--- src/rtl/pq_pkg.sv ---
package pq_pkg;

  typedef enum logic [1:0] {
    QS_NONE  = 2'b00,
    QS_FIRST = 2'b01,
    QS_FLUSH = 2'b10,
    QS_NEXT  = 2'b11
  } qs_e;

  // bytes a fetch at this offset parity will push
  function automatic logic [1:0] fetch_len(input logic odd);
    return odd ? 2'd1 : 2'd2;
  endfunction

  // does a fetch at this parity fit beside 'used' occupied bytes
  function automatic logic fetch_fits(input int unsigned used,
                                      input int unsigned depth,
                                      input logic odd);
    return (used + 32'(fetch_len(odd))) <= depth;
  endfunction

endpackage

--- src/rtl/pq_fetch_ctl.sv ---
module pq_fetch_ctl
  import pq_pkg::*;
#(
  parameter int unsigned AW = 16,
  parameter int unsigned DEPTH = 6,
  parameter int unsigned CW = 3,
  parameter logic [AW-1:0] RESET_OFFSET = '0
) (
  input  logic          clk,
  input  logic          rst,
  input  logic          branch,
  input  logic [AW-1:0] branch_addr,
  input  logic [CW-1:0] used,
  input  logic          mem_ready,
  input  logic [15:0]   mem_rdata,
  output logic          mem_req,
  output logic [AW-1:0] mem_addr,
  output logic [1:0]    push_cnt,
  output logic [7:0]    push_b0,
  output logic [7:0]    push_b1,
  output logic          fetch_issue,
  output logic          fetch_drop
);

  logic          busy_q;
  logic          discard_q;
  logic [AW-1:0] ptr_q;
  logic [AW-1:0] addr_q;
  logic          fetch_done;

  assign fetch_issue = !busy_q && !branch && fetch_fits(32'(used), DEPTH, ptr_q[0]);
  assign fetch_done  = busy_q && mem_ready;
  assign fetch_drop  = fetch_done && (discard_q || branch);

  assign mem_req  = busy_q;
  assign mem_addr = addr_q;

  assign push_cnt = (fetch_done && !fetch_drop) ? fetch_len(addr_q[0]) : 2'd0;
  assign push_b0  = addr_q[0] ? mem_rdata[15:8] : mem_rdata[7:0];
  assign push_b1  = mem_rdata[15:8];

  always_ff @(posedge clk) begin
    if (rst) begin
      busy_q    <= 1'b0;
      discard_q <= 1'b0;
      ptr_q     <= RESET_OFFSET;
      addr_q    <= '0;
    end else begin
      if (branch)
        ptr_q <= branch_addr;
      else if (fetch_done && !discard_q)
        ptr_q <= ptr_q + AW'(fetch_len(addr_q[0]));

      if (fetch_issue)
        addr_q <= ptr_q;

      if (fetch_done)
        busy_q <= 1'b0;
      else if (fetch_issue)
        busy_q <= 1'b1;

      if (fetch_done)
        discard_q <= 1'b0;
      else if (branch && busy_q)
        discard_q <= 1'b1;
    end
  end


  addr_hold_chk: assert property (@(posedge clk) disable iff (rst)
    (mem_req && !mem_ready) |=> (mem_req && $stable(mem_addr)));


  discard_live_chk: assert property (@(posedge clk) disable iff (rst)
    discard_q |-> mem_req);


  drop_no_push_chk: assert property (@(posedge clk) disable iff (rst)
    fetch_drop |-> (push_cnt == 2'd0));

endmodule

--- src/rtl/pq_byte_fifo.sv ---
module pq_byte_fifo #(
  parameter int unsigned DEPTH = 6,
  parameter int unsigned CW = 3
) (
  input  logic          clk,
  input  logic          rst,
  input  logic          flush,
  input  logic [1:0]    push_cnt,
  input  logic [7:0]    push_b0,
  input  logic [7:0]    push_b1,
  input  logic          pop,
  output logic [7:0]    head,
  output logic [CW-1:0] used,
  output logic          valid
);

  localparam int unsigned IW = (DEPTH > 1) ? $clog2(DEPTH) : 1;

  logic [7:0]    store_q [DEPTH];
  logic [IW-1:0] rd_q;
  logic [IW-1:0] wr_q;
  logic [CW-1:0] used_q;

  function automatic logic [IW-1:0] wrap_add(input logic [IW-1:0] idx,
                                             input int unsigned step);
    int unsigned s;
    s = 32'(idx) + step;
    if (s >= DEPTH) s = s - DEPTH;
    return IW'(s);
  endfunction

  always_ff @(posedge clk) begin
    if (push_cnt != 2'd0)
      store_q[wr_q] <= push_b0;
    if (push_cnt == 2'd2)
      store_q[wrap_add(wr_q, 1)] <= push_b1;
  end

  always_ff @(posedge clk) begin
    if (rst || flush) begin
      rd_q   <= '0;
      wr_q   <= '0;
      used_q <= '0;
    end else begin
      wr_q   <= wrap_add(wr_q, 32'(push_cnt));
      if (pop) rd_q <= wrap_add(rd_q, 1);
      used_q <= used_q + CW'(push_cnt) - CW'(pop);
    end
  end

  assign head  = store_q[rd_q];
  assign used  = used_q;
  assign valid = (used_q != '0);


  no_overflow_chk: assert property (@(posedge clk) disable iff (rst)
    32'(used_q) <= DEPTH);


  pop_guard_chk: assert property (@(posedge clk) disable iff (rst)
    pop |-> valid);

endmodule

--- src/rtl/pq_status.sv ---
module pq_status
  import pq_pkg::*;
(
  input  logic       clk,
  input  logic       rst,
  input  logic       branch,
  input  logic       pop,
  input  logic       first,
  output logic [1:0] qs
);

  qs_e qs_q;

  always_ff @(posedge clk) begin
    if (rst)         qs_q <= QS_NONE;
    else if (branch) qs_q <= QS_FLUSH;
    else if (pop)    qs_q <= first ? QS_FIRST : QS_NEXT;
    else             qs_q <= QS_NONE;
  end

  assign qs = qs_q;


  flush_code_chk: assert property (@(posedge clk) disable iff (rst)
    branch |=> (qs == 2'b10));


  take_code_chk: assert property (@(posedge clk) disable iff (rst)
    (pop && !branch) |=> (qs[0] == 1'b1));

endmodule

--- src/rtl/pq_prefetch_queue.sv ---
module pq_prefetch_queue
  import pq_pkg::*;
#(
  parameter int unsigned AW = 16,
  parameter int unsigned DEPTH = 6,
  parameter logic [AW-1:0] RESET_OFFSET = '0
) (
  input  logic          clk,
  input  logic          rst,
  input  logic          branch_req,
  input  logic [AW-1:0] branch_addr,
  output logic          mem_req,
  output logic [AW-1:0] mem_addr,
  input  logic [15:0]   mem_rdata,
  input  logic          mem_ready,
  input  logic          take,
  input  logic          take_first,
  output logic [7:0]    q_byte,
  output logic          q_valid,
  output logic [1:0]    q_status
);

  localparam int unsigned CW = $clog2(DEPTH + 1);

  logic [CW-1:0] used;
  logic [1:0]    push_cnt;
  logic [7:0]    push_b0;
  logic [7:0]    push_b1;
  logic          fetch_issue;
  logic          fetch_drop;
  logic          pop;

  assign pop = take && q_valid && !branch_req;

  pq_fetch_ctl #(.AW(AW), .DEPTH(DEPTH), .CW(CW), .RESET_OFFSET(RESET_OFFSET)) fetch_i (
    .clk(clk), .rst(rst), .branch(branch_req), .branch_addr(branch_addr),
    .used(used), .mem_ready(mem_ready), .mem_rdata(mem_rdata),
    .mem_req(mem_req), .mem_addr(mem_addr), .push_cnt(push_cnt),
    .push_b0(push_b0), .push_b1(push_b1),
    .fetch_issue(fetch_issue), .fetch_drop(fetch_drop)
  );

  pq_byte_fifo #(.DEPTH(DEPTH), .CW(CW)) fifo_i (
    .clk(clk), .rst(rst), .flush(branch_req), .push_cnt(push_cnt),
    .push_b0(push_b0), .push_b1(push_b1), .pop(pop),
    .head(q_byte), .used(used), .valid(q_valid)
  );

  pq_status status_i (
    .clk(clk), .rst(rst), .branch(branch_req), .pop(pop),
    .first(take_first), .qs(q_status)
  );


  flush_empty_chk: assert property (@(posedge clk) disable iff (rst)
    branch_req |=> !q_valid);


  issue_fit_chk: assert property (@(posedge clk) disable iff (rst)
    $rose(mem_req) |-> ((32'($past(used)) + 32'(fetch_len(mem_addr[0]))) <= DEPTH));


  empty_take_chk: assert property (@(posedge clk) disable iff (rst)
    (take && !q_valid && !branch_req) |=> (q_status == 2'b00));


  drop_flush_chk: assert property (@(posedge clk) disable iff (rst)
    (fetch_drop && !branch_req) |=> !q_valid);

endmodule

--- config.mk ---
export PLATFORM = sky130hd
export DESIGN_NAME = pq_prefetch_queue
export DESIGN_NICKNAME = d
export VERILOG_FILES = /design/src/rtl/pq_pkg.sv /design/src/rtl/pq_fetch_ctl.sv /design/src/rtl/pq_byte_fifo.sv /design/src/rtl/pq_status.sv /design/src/rtl/pq_prefetch_queue.sv
export SDC_FILE = /design/constraint.sdc
export NUM_CORES = 1
export LEC_CHECK = 0
export ABC_AREA = 1
export BUFFER_PORTS_ARGS = -buffer_cell sky130_fd_sc_hd__buf_4
export CAP_MARGIN = 0
export CORE_UTILIZATION = 52
export CTS_BUF_LIST = sky130_fd_sc_hd__clkbuf_8 sky130_fd_sc_hd__clkbuf_16
export CTS_CLUSTER_SIZE = 40
export DETAILED_ROUTE_END_ITERATION = 7
export MAX_ROUTING_LAYER = met4
export PLACE_DENSITY = 0.76
export SKIP_CTS_REPAIR_TIMING = 1
export SLEW_MARGIN = 25
export SYNTH_ARGS = -nofsm -noshare
export SYNTH_HDL_FRONTEND = slang
export SYNTH_SLANG_ARGS = --single-unit
--- constraint.sdc ---
create_clock -name clk -period 2.2 [get_ports clk]
set_input_delay 0.55 -clock clk [delete_from_list [all_inputs] [get_ports clk]]
set_output_delay 0.55 -clock clk [all_outputs]
set_load 0.01 [all_outputs]
== After elaboration in Yosys (flattened, before gate mapping) ==
Memories as Yosys holds them, arrays and structs flattened. A register that Yosys moved wholly into a read port is not among the register bits.
Index checks and enable logic that the tools add are counted.

* Add/subtract/negate cells: 10
* Multiply operators: 0
* Div/mod/pow operators: 0
* Magnitude comparators: 4
* Equal/unequal tests: 1
* Shifts and indexed selects: 0
* Mux-type cells: 19
* Bitwise operators: 1
* Reduce and logical (&&, ||, !) cells: 20

{| class="wikitable"
|+ Operator list
! cell !! count
|-
| <= comparator 32 x 3 -> 1 bit, second input constant || 1
|-
| 2-to-1 mux 16 bit || 2
|-
| 2-to-1 mux 3 bit || 6
|-
| adder 16 x 2 -> 16 bit || 1
|-
| greater-or-equal comparator 4 x 3 -> 1 bit, second input constant || 3
|-
| 2-to-1 mux 2 bit || 6
|-
| logical AND 1 bit || 9
|-
| subtractor 3 bit, second input constant || 3
|-
| adder 3 x 1 -> 4 bit, second input constant || 2
|-
| adder 3 x 2 -> 4 bit || 2
|-
| 2-to-1 mux 8 bit || 1
|-
| zero test 1 bit || 4
|-
| 2-to-1 mux 1 bit || 4
|-
| nonzero test 2 bit || 2
|-
| adder 3 x 2 -> 3 bit || 1
|-
| nonzero test 3 bit || 1
|-
| OR reduction 3 bit || 1
|-
| subtractor 3 x 1 -> 3 bit || 1
|-
| equality test 2 bit, second input constant || 1
|-
| logical OR 1 bit || 2
|-
| OR reduction 2 bit || 1
|-
| NOT 1 bit || 1
|}

* Register bits after elaboration: 45
* Bits in latches: 0
* Bits in writable memories: 48
* ROM bits: 0
* Input bits: 38
* Output and inout port bits: 28
* Word-level logic and storage cells: 65
* Memories: 1

{| class="wikitable"
|+ Memory list
! memory !! words !! bits a word !! read ports !! clocked after memory_dff !! wr ports !! line !! text
|-
| fifo_i.store_q || 6 || 8 || 1 || 1 || 2 || pq_byte_fifo.sv:19 || <nowiki>logic [7:0] store_q [DEPTH];</nowiki>
|}

== Longest topological paths before layout ==
Gate-level depths: netlist of the first run.

* Depth in word-level cells: 8
* Depth in mapped cells: 13
* Mapped depth without buffers: 13

== Cells and area by module ==
Synthesis of the first run repeated with hierarchy kept, for this count alone.

* Cell total of the unflattened synthesis: 728
* Area total of the unflattened synthesis: 5590.4 um^2

{| class="wikitable"
|+ Modules (own cells, without submodules)
! module !! times used !! cells an instance !! area an instance (um^2) !! seq. area each (um^2)
|-
| pq_byte_fifo || 1 || 409 || 3472.1 || 1681.6
|-
| pq_fetch_ctl || 1 || 308 || 2035.7 || 680.7
|-
| pq_status || 1 || 9 || 72.6 || 40.0
|-
| pq_prefetch_queue || 1 || 2 || 10.0 || 0.0
|}

== Worst setup path before layout of the first run ==
OpenSTA, ideal clock, no wires.

* Kind: input to register
* Start: input mem_ready
* End: memory fifo_i.store_q[0][0] (enable)
* Library setup time: 384 ps
* Data arrival time: 1932 ps
* Data required time: 1816 ps
* Path slack: -116 ps
* Stages on the path: 7
* Path buffers: 1
* Cell sequence: nand2_2 nor2_4 inv_2 nor2_8 clkbuf_1 nand3_1 o21ai_0

{| class="wikitable"
|+ RTL lines
! item !! line !! text
|-
| start: declaration || pq_prefetch_queue.sv:15 || <nowiki>input logic mem_ready,</nowiki>
|-
| end: declaration || pq_byte_fifo.sv:19 ||
|}

==> results of run 1 <==
## power groups by stage
stage	combinational, W	sequential, W	clock [W]
final	0.000655	0.00201	0.00103
after global routing	0.000732	0.00202	0.00111
after CTS	0.000650	0.00201	0.00105
after detailed placement	0.000646	0.00205	0
after global placement	0.000622	0.00205	0
after floorplan	0.000360	0.00205	0
## sequential cells by signal, indices dropped and copies added, names as in the netlist, 2 cells and up, named ones only
| register | count |
|---|---|
| fifo_i.store_q | 48 |
| fetch_i.mem_addr | 16 |
| fetch_i.ptr_q | 16 |
| fifo_i.rd_q | 3 |
| fifo_i.used | 3 |
| fifo_i.wr_q | 3 |
| status_i.qs | 2 |
## cells by family (layout without fill, tap and decap cells)
group / count (synthesis) / after routing / share of synthesized area, %
adder cells (fa/ha/maj): 17 / 17 / 4.554
buffers and inverters: 95 / 189 / 7.864
XOR/XNOR: 6 / 6 / 0.9861
flip-flops: 96 / 96 / 45.07
AND/OR/NAND/NOR: 301 / 301 / 25.23
AO/OA/AOI/OAI: 149 / 149 / 16.29
## per-layer routing
layer | wire length (µm) | share of wire (%) | up-vias | global-route usage [%]
met4 | 248 | 1.9 | 0 | 9.967
met3 | 611 | 4.6 | 23 | 4.503
met1 | 5608 | 42 | 2255 | 30.59
met2 | 6734 | 51 | 136 | 47.69
li1 | - | - | 2394 | -
met5 | 0 | 0 | - | -
## cell type report
class,count,area (µm²)
clock buffers,9,123.9
clock inverters,6,37.54
fillers,844,3500
inverters,67,255.2
multi-input cells,473,2531
flip-flops and latches,96,2410
well taps,133,166.4
repair buffers,107,840.8
## critical path, cell delays in order (launching register included)
cell	delay [ns]
dfxtp_4	0.40
buf_12	0.16
nand2_1	0.07
a32o_1	0.26
o22ai_1	0.13
buf_4	0.15
## final timing paths
kind	end	slack, ns	cells past startpoint
max	q_byte[0]	0.09	5
min	fetch_i.ptr_q[0]	0.45	3
max reg2reg	fifo_i.store_q[0][6]	0.12	11
min reg2reg	fetch_i.mem_addr[7]	0.50	2
## through the flow
stage | setup TNS, ns | area (µm²)
final | 0 | 6365
after global routing | 0 | 6365
after CTS | -0.9221 | 6306
after detailed placement | -0.1734 | 6145
after global placement | -0.01486 | 6145
after floorplan | -3.711 | 5339
## cell usage in the layout, fill, tap and decap left out, drive strengths merged
cell type  count
nand2        168
buf          107
o21ai         95
nor2          85
inv           66
edfxtp        48
dfxtp         48
a21oi         31
nand3         26
nand4         18
ha            13
clkbuf         9
a32o           8
o22ai          8
clkinv         5
a31oi          4
fa             4
xor2           3
xnor2          3
or2            3
clkinvlp       2
o21a           2
nor3           1
a21boi         1
==> impl_metrics.yaml, run 1 <==
yosys:
  yosysMostFrequentCell: "nand2_1"
  syn_inst: 664
  avgSynthCellArea_um2: 8.027
  syn_area_mm2: 0.005330
  synth.distinct_cells: 37
  yosys-top-cells-area: "edfxtp_1 27%, dfxtp_1 18%, nand2_1 11%, o21ai_0 5.7%, nor2_1 5.6%"
  seq_area_frac_synth_pct: 45.07
  synth_edf_count: 48
  yosys.area.top_type: "edfxtp_1"
  synth_nets: 719
  async_reset_ff_share_pct: 0
  netlist.area_leader.share_pct: 27.04
  synth-main-ff-cell: "edfxtp_1"
  yosysWarnings: 0
  ys_ff_latch: 96
  synth_common_cells: "162 x nand2_1, 80 x nor2_1, 64 x inv_1, 61 x o21ai_0"
critical_path:
  cp.arrival_ns: 1.56
  cp_max_fo: 23
  crit_required_ns: 1.65
  cp-start-kind: "register"
  worstSetupPathType: "register to primary output"
  r2r_start: "fifo_i.wr_q[1]"
  cp-end-kind: "primary output"
finish:
  finalNetCount: 809
  num_antenna_cells: 0
  area_delta_synth_final_pct: 19.41
  instances_no_fill: 891
  fin_util_pct: 64.52
  drive_above_1_share_pct: 22.30
routing:
  wl_per_cell_um: 14.82
  drc_errors: 0
  drtAntennaViolNets: 0
  drt_iter0_markers: 212
  routed_wl_um: 13200
  vias: 4808
  avgViaCountPerCell: 5.396
  firstDrtPassIters: 5
power_and_ir_drop:
  seqPwrFrac_pct: 54.3
  ir_drop_v: 0.0003423
  power.density_mw_per_mm2: 581.0
  netSwitchingFraction_pct: 28.43
  power_switching_w: 0.001051
  power_frac_clock_pct: 27.9
  power_frac_comb_pct: 17.7
  p_leak_nw: 2.837
  intPower_w: 0.002647
  p_total_w: 0.003698
floorplan:
  rows: 36
  start_util_pct: 54.03
  ios: 66
  dieWidth_um: 103.2
  die_h_um: 103.2
  core-area_mm2: 0.009864
  dieArea_mm2: 0.01066
global_route:
  grt_pass1_vias: 4579
  antenna_found_initial: 0
  grt_use_total_pct: 26.92
  grt_first_pass_wirelength_um: 20870
  grt.overflow.total: 0
  grt_max_degree: 24
timing:
  hold_viol: 0
  grt_setup_unrepaired: "no"
  finalCritPeriodShare_pct: 96.00
  worstMarginPinSlew_ns: 0.5770
  min_period_ns: 2.112
  skew_ns: 0.01921
  max_freq_mhz: 473.5
  whs_ns: 0.4484
  relSlewSlack_pct: 61.49
  timing.final.ws_setup_ns: 0.08810
  slew_viol_final: 0
  setup_violations: 0
clocking:
  clkSinkCount: 96
  tritoncts: "yes"
  clockBufferDepth: 2
  clk_latency_ns: 0.38
  clkSlewWorstSetupHoldPaths_ns: 0.10
  cts_made_buffers: 9
  cts.htree.levels: 3
  root_buffer: "clkbuf_8"
place:
  port_buffers: 65
  gp_congestion: 0.9065
  dpl_worst_slack_ns: -0.08455
  placed_cells: 875
  dp_hpwl_um: 9910
worst_hold_path:
  min-delay-start: "branch_addr[0]"
  min_path_type: "primary input to register"
run:
  drv_cap: 0
outcome:
  status: "finished, final reports clean"
(Power assumes the default switching activity.)
==> run 2, diff against run 1 <==
--- a/config.mk
+++ b/config.mk
@@ -13,7 +13,7 @@
 export CTS_CLUSTER_SIZE = 40
 export DETAILED_ROUTE_END_ITERATION = 7
 export MAX_ROUTING_LAYER = met4
-export PLACE_DENSITY = 0.76
+export PLACE_DENSITY = 0.73
 export SKIP_CTS_REPAIR_TIMING = 1
 export SLEW_MARGIN = 25
 export SYNTH_ARGS = -nofsm -noshare
==> constraint.sdc (replaced) <==
create_clock -name clk -period 2.6 [get_ports clk]
set_input_delay 0.65 -clock clk [delete_from_list [all_inputs] [get_ports clk]]
set_output_delay 0.65 -clock clk [all_outputs]
set_load 0.01 [all_outputs]
==> run 2 against run 1 <==
Count of clock-buffer cells in the layout unchanged. Die area unchanged. Final cell count decreased by 0.79%. Register-to-register slack improved by 0.11 ns. Largest cell class unchanged. Core utilization decreased by 0.85 points. Routed wire length increased by 0.42%. Worst hold slack improved by 0.047 ns. Global-route usage increased by 0.62 points. Highest routed layer unchanged. Flip-flop and latch count unchanged. Sequential share of layout area increased by 0.41 points. Combinational power decreased by 18%. Clock skew decreased by 0.011 ns.
==> impl_metrics.yaml, run 2 (same netlist as run 1, synthesis figures left out) <==
outcome:
  status: "finished, final reports clean"
global_route:
  antenna_found_initial: 0
  grt.overflow.total: 0
  grt_use_total_pct: 27.54
  grt_pass1_vias: 4588
  grt_first_pass_wirelength_um: 21490
  grt_max_degree: 23
timing:
  relSlewSlack_pct: 60.39
  final.setup.tns_ns: 0
  finalCritPeriodShare_pct: 92.30
  hold_viol: 0
  setup_violations: 0
  worstMarginPinSlew_ns: 0.5933
  skew_ns: 0.008476
  slew_viol_final: 0
  max_freq_mhz: 416.7
  timing.final.ws_setup_ns: 0.2003
  grt_setup_unrepaired: "no"
  min_period_ns: 2.400
power_and_ir_drop:
  power_frac_clock_pct: 31.0
  p_leak_nw: 2.784
  power_switching_w: 0.0009056
  seqPwrFrac_pct: 52.5
  intPower_w: 0.002341
  power_frac_comb_pct: 16.5
  power.density_mw_per_mm2: 516.9
  ir_drop_v: 0.0003493
  netSwitchingFraction_pct: 27.89
floorplan:
  dieArea_mm2: 0.01066
  dieWidth_um: 103.2
  ios: 66
  rows: 36
  start_util_pct: 54.03
  die_h_um: 103.2
  core-area_mm2: 0.009864
routing:
  routed_wl_um: 13260
  vias: 4826
  firstDrtPassIters: 5
  wl_per_cell_um: 15.00
  drtAntennaViolNets: 0
  drc_errors: 0
  drt_iter0_markers: 200
  avgViaCountPerCell: 5.459
finish:
  largest_register: "fifo_i.store_q"
  drive_above_1_share_pct: 20.51
  finalNetCount: 801
  final_common_cell: "nand2_1"
  num_antenna_cells: 0
  largest_reg_flops: 48
  area_delta_synth_final_pct: 17.84
  fillCellCount: 833
  multi_input_area_mm2: 0.002509
  register_area_mm2: 0.002404
  final_cell_mix: "162 x nand2_1, 99 x buf_4, 80 x nor2_1"
critical_path:
  worstSetupPathType: "register to primary output"
  cpMaxStageDelayCell: "dfxtp_1"
  crit_required_ns: 1.95
  worstSetupEndpoint: "q_byte[6]"
  cp-start-kind: "register"
  regToRegSetupSlack_ns: 0.23
  r2r_end: "fifo_i.store_q[0][3]"
  reg2regPathDepth: 11
  cp.arrival_ns: 1.75
  r2r_start: "fifo_i.wr_q[1]"
  crit_buf_inv: 1
  cp_max_fo: 16
  critical_path.max_stage_delay_ns: 0.71
  crit_path_cell_trace: "a21oi_1 > a32o_1 > o22ai_1 > buf_4"
  cp-end-kind: "primary output"
  cp.depth: 4
  critical-path-top-delay-family: "flip-flops"
clocking:
  clkSinkCount: 96
  cts_made_buffers: 9
  cts.htree.levels: 3
  clockBufferDepth: 2
  root_buffer: "clkbuf_8"
  clk_latency_ns: 0.37
  clkSlewWorstSetupHoldPaths_ns: 0.10
  tritoncts: "yes"
worst_hold_path:
  min_path_type: "register to register"
run:
  drv_cap: 0
place:
  gp_congestion: 0.8909
  dpl_worst_slack_ns: 0.1139
  port_buffers: 65
  dp_hpwl_um: 10020
==> run 2: worst min-delay path by stage <==
stage,to,slack [ns],startpoint,depth (start not counted)
floorplan,fetch_i.ptr_q[4],0.47,fetch_i.ptr_q[4],2
finish,fetch_i.mem_addr[13],0.49,fetch_i.mem_addr[13],2
detailed placement,fetch_i.mem_addr[13],0.48,fetch_i.mem_addr[13],2
CTS,fetch_i.mem_addr[12],0.50,fetch_i.mem_addr[12],2
global placement,fetch_i.mem_addr[15],0.47,fetch_i.mem_addr[15],2
global route,fetch_i.mem_addr[8],0.52,fetch_i.mem_addr[8],2
==> run 2: power by group through the flow <==
stage          Sequential, W  Clock (W)  Combinational, W
2_1_floorplan        0.00173          0          0.000304
3_3_place_gp         0.00174          0          0.000514
3_5_place_dp         0.00174          0          0.000531
4_1_cts              0.00170    0.00102          0.000534
5_1_grt              0.00171    0.00108          0.000595
6_report             0.00171    0.00101          0.000535
==> run 2: worst min-delay path, stage by stage (launching register included) <==
cell and delay (ns):
dfxtp_1 0.34, nor2_1 0.05, nor2_1 0.08
==> run 2: cell type report <==
cell class | count | area share, %
flip-flops and latches | 96 | 38.27
clock inverters | 7 | 1.275
well taps | 133 | 2.649
inverters | 67 | 4.064
multi-input cells | 473 | 39.94
clock buffers | 9 | 1.972
repair buffers | 99 | 11.83
==> run 2: per-stage QoR <==
step / std cells / total power [W] / hold WS [ns] / instance area, µm² / util (%)
after floorplan: 664 / 0.002039 / 0.4731 / 5330 / -
after global placement: 866 / 0.002251 / 0.4695 / 6057 / 61.40
after detailed placement: 866 / 0.002270 / 0.4752 / 6057 / 61.40
after CTS: 882 / 0.003257 / 0.4971 / 6261 / 63.47
final: 884 / 0.003247 / 0.4950 / 6281 / 63.67
after global routing: 884 / 0.003388 / 0.5245 / 6281 / 63.67
==> run 2: layer usage <==
layer / GRT usage [%] / part of all wire (%) / vias up
met2: 48.92 / 52 / 142
met3: 4.435 / 3.8 / 31
li1: - / - / 2385
met1: 30.17 / 42 / 2268
met5: - / 0 / -
met4: 13.00 / 3.0 / 0
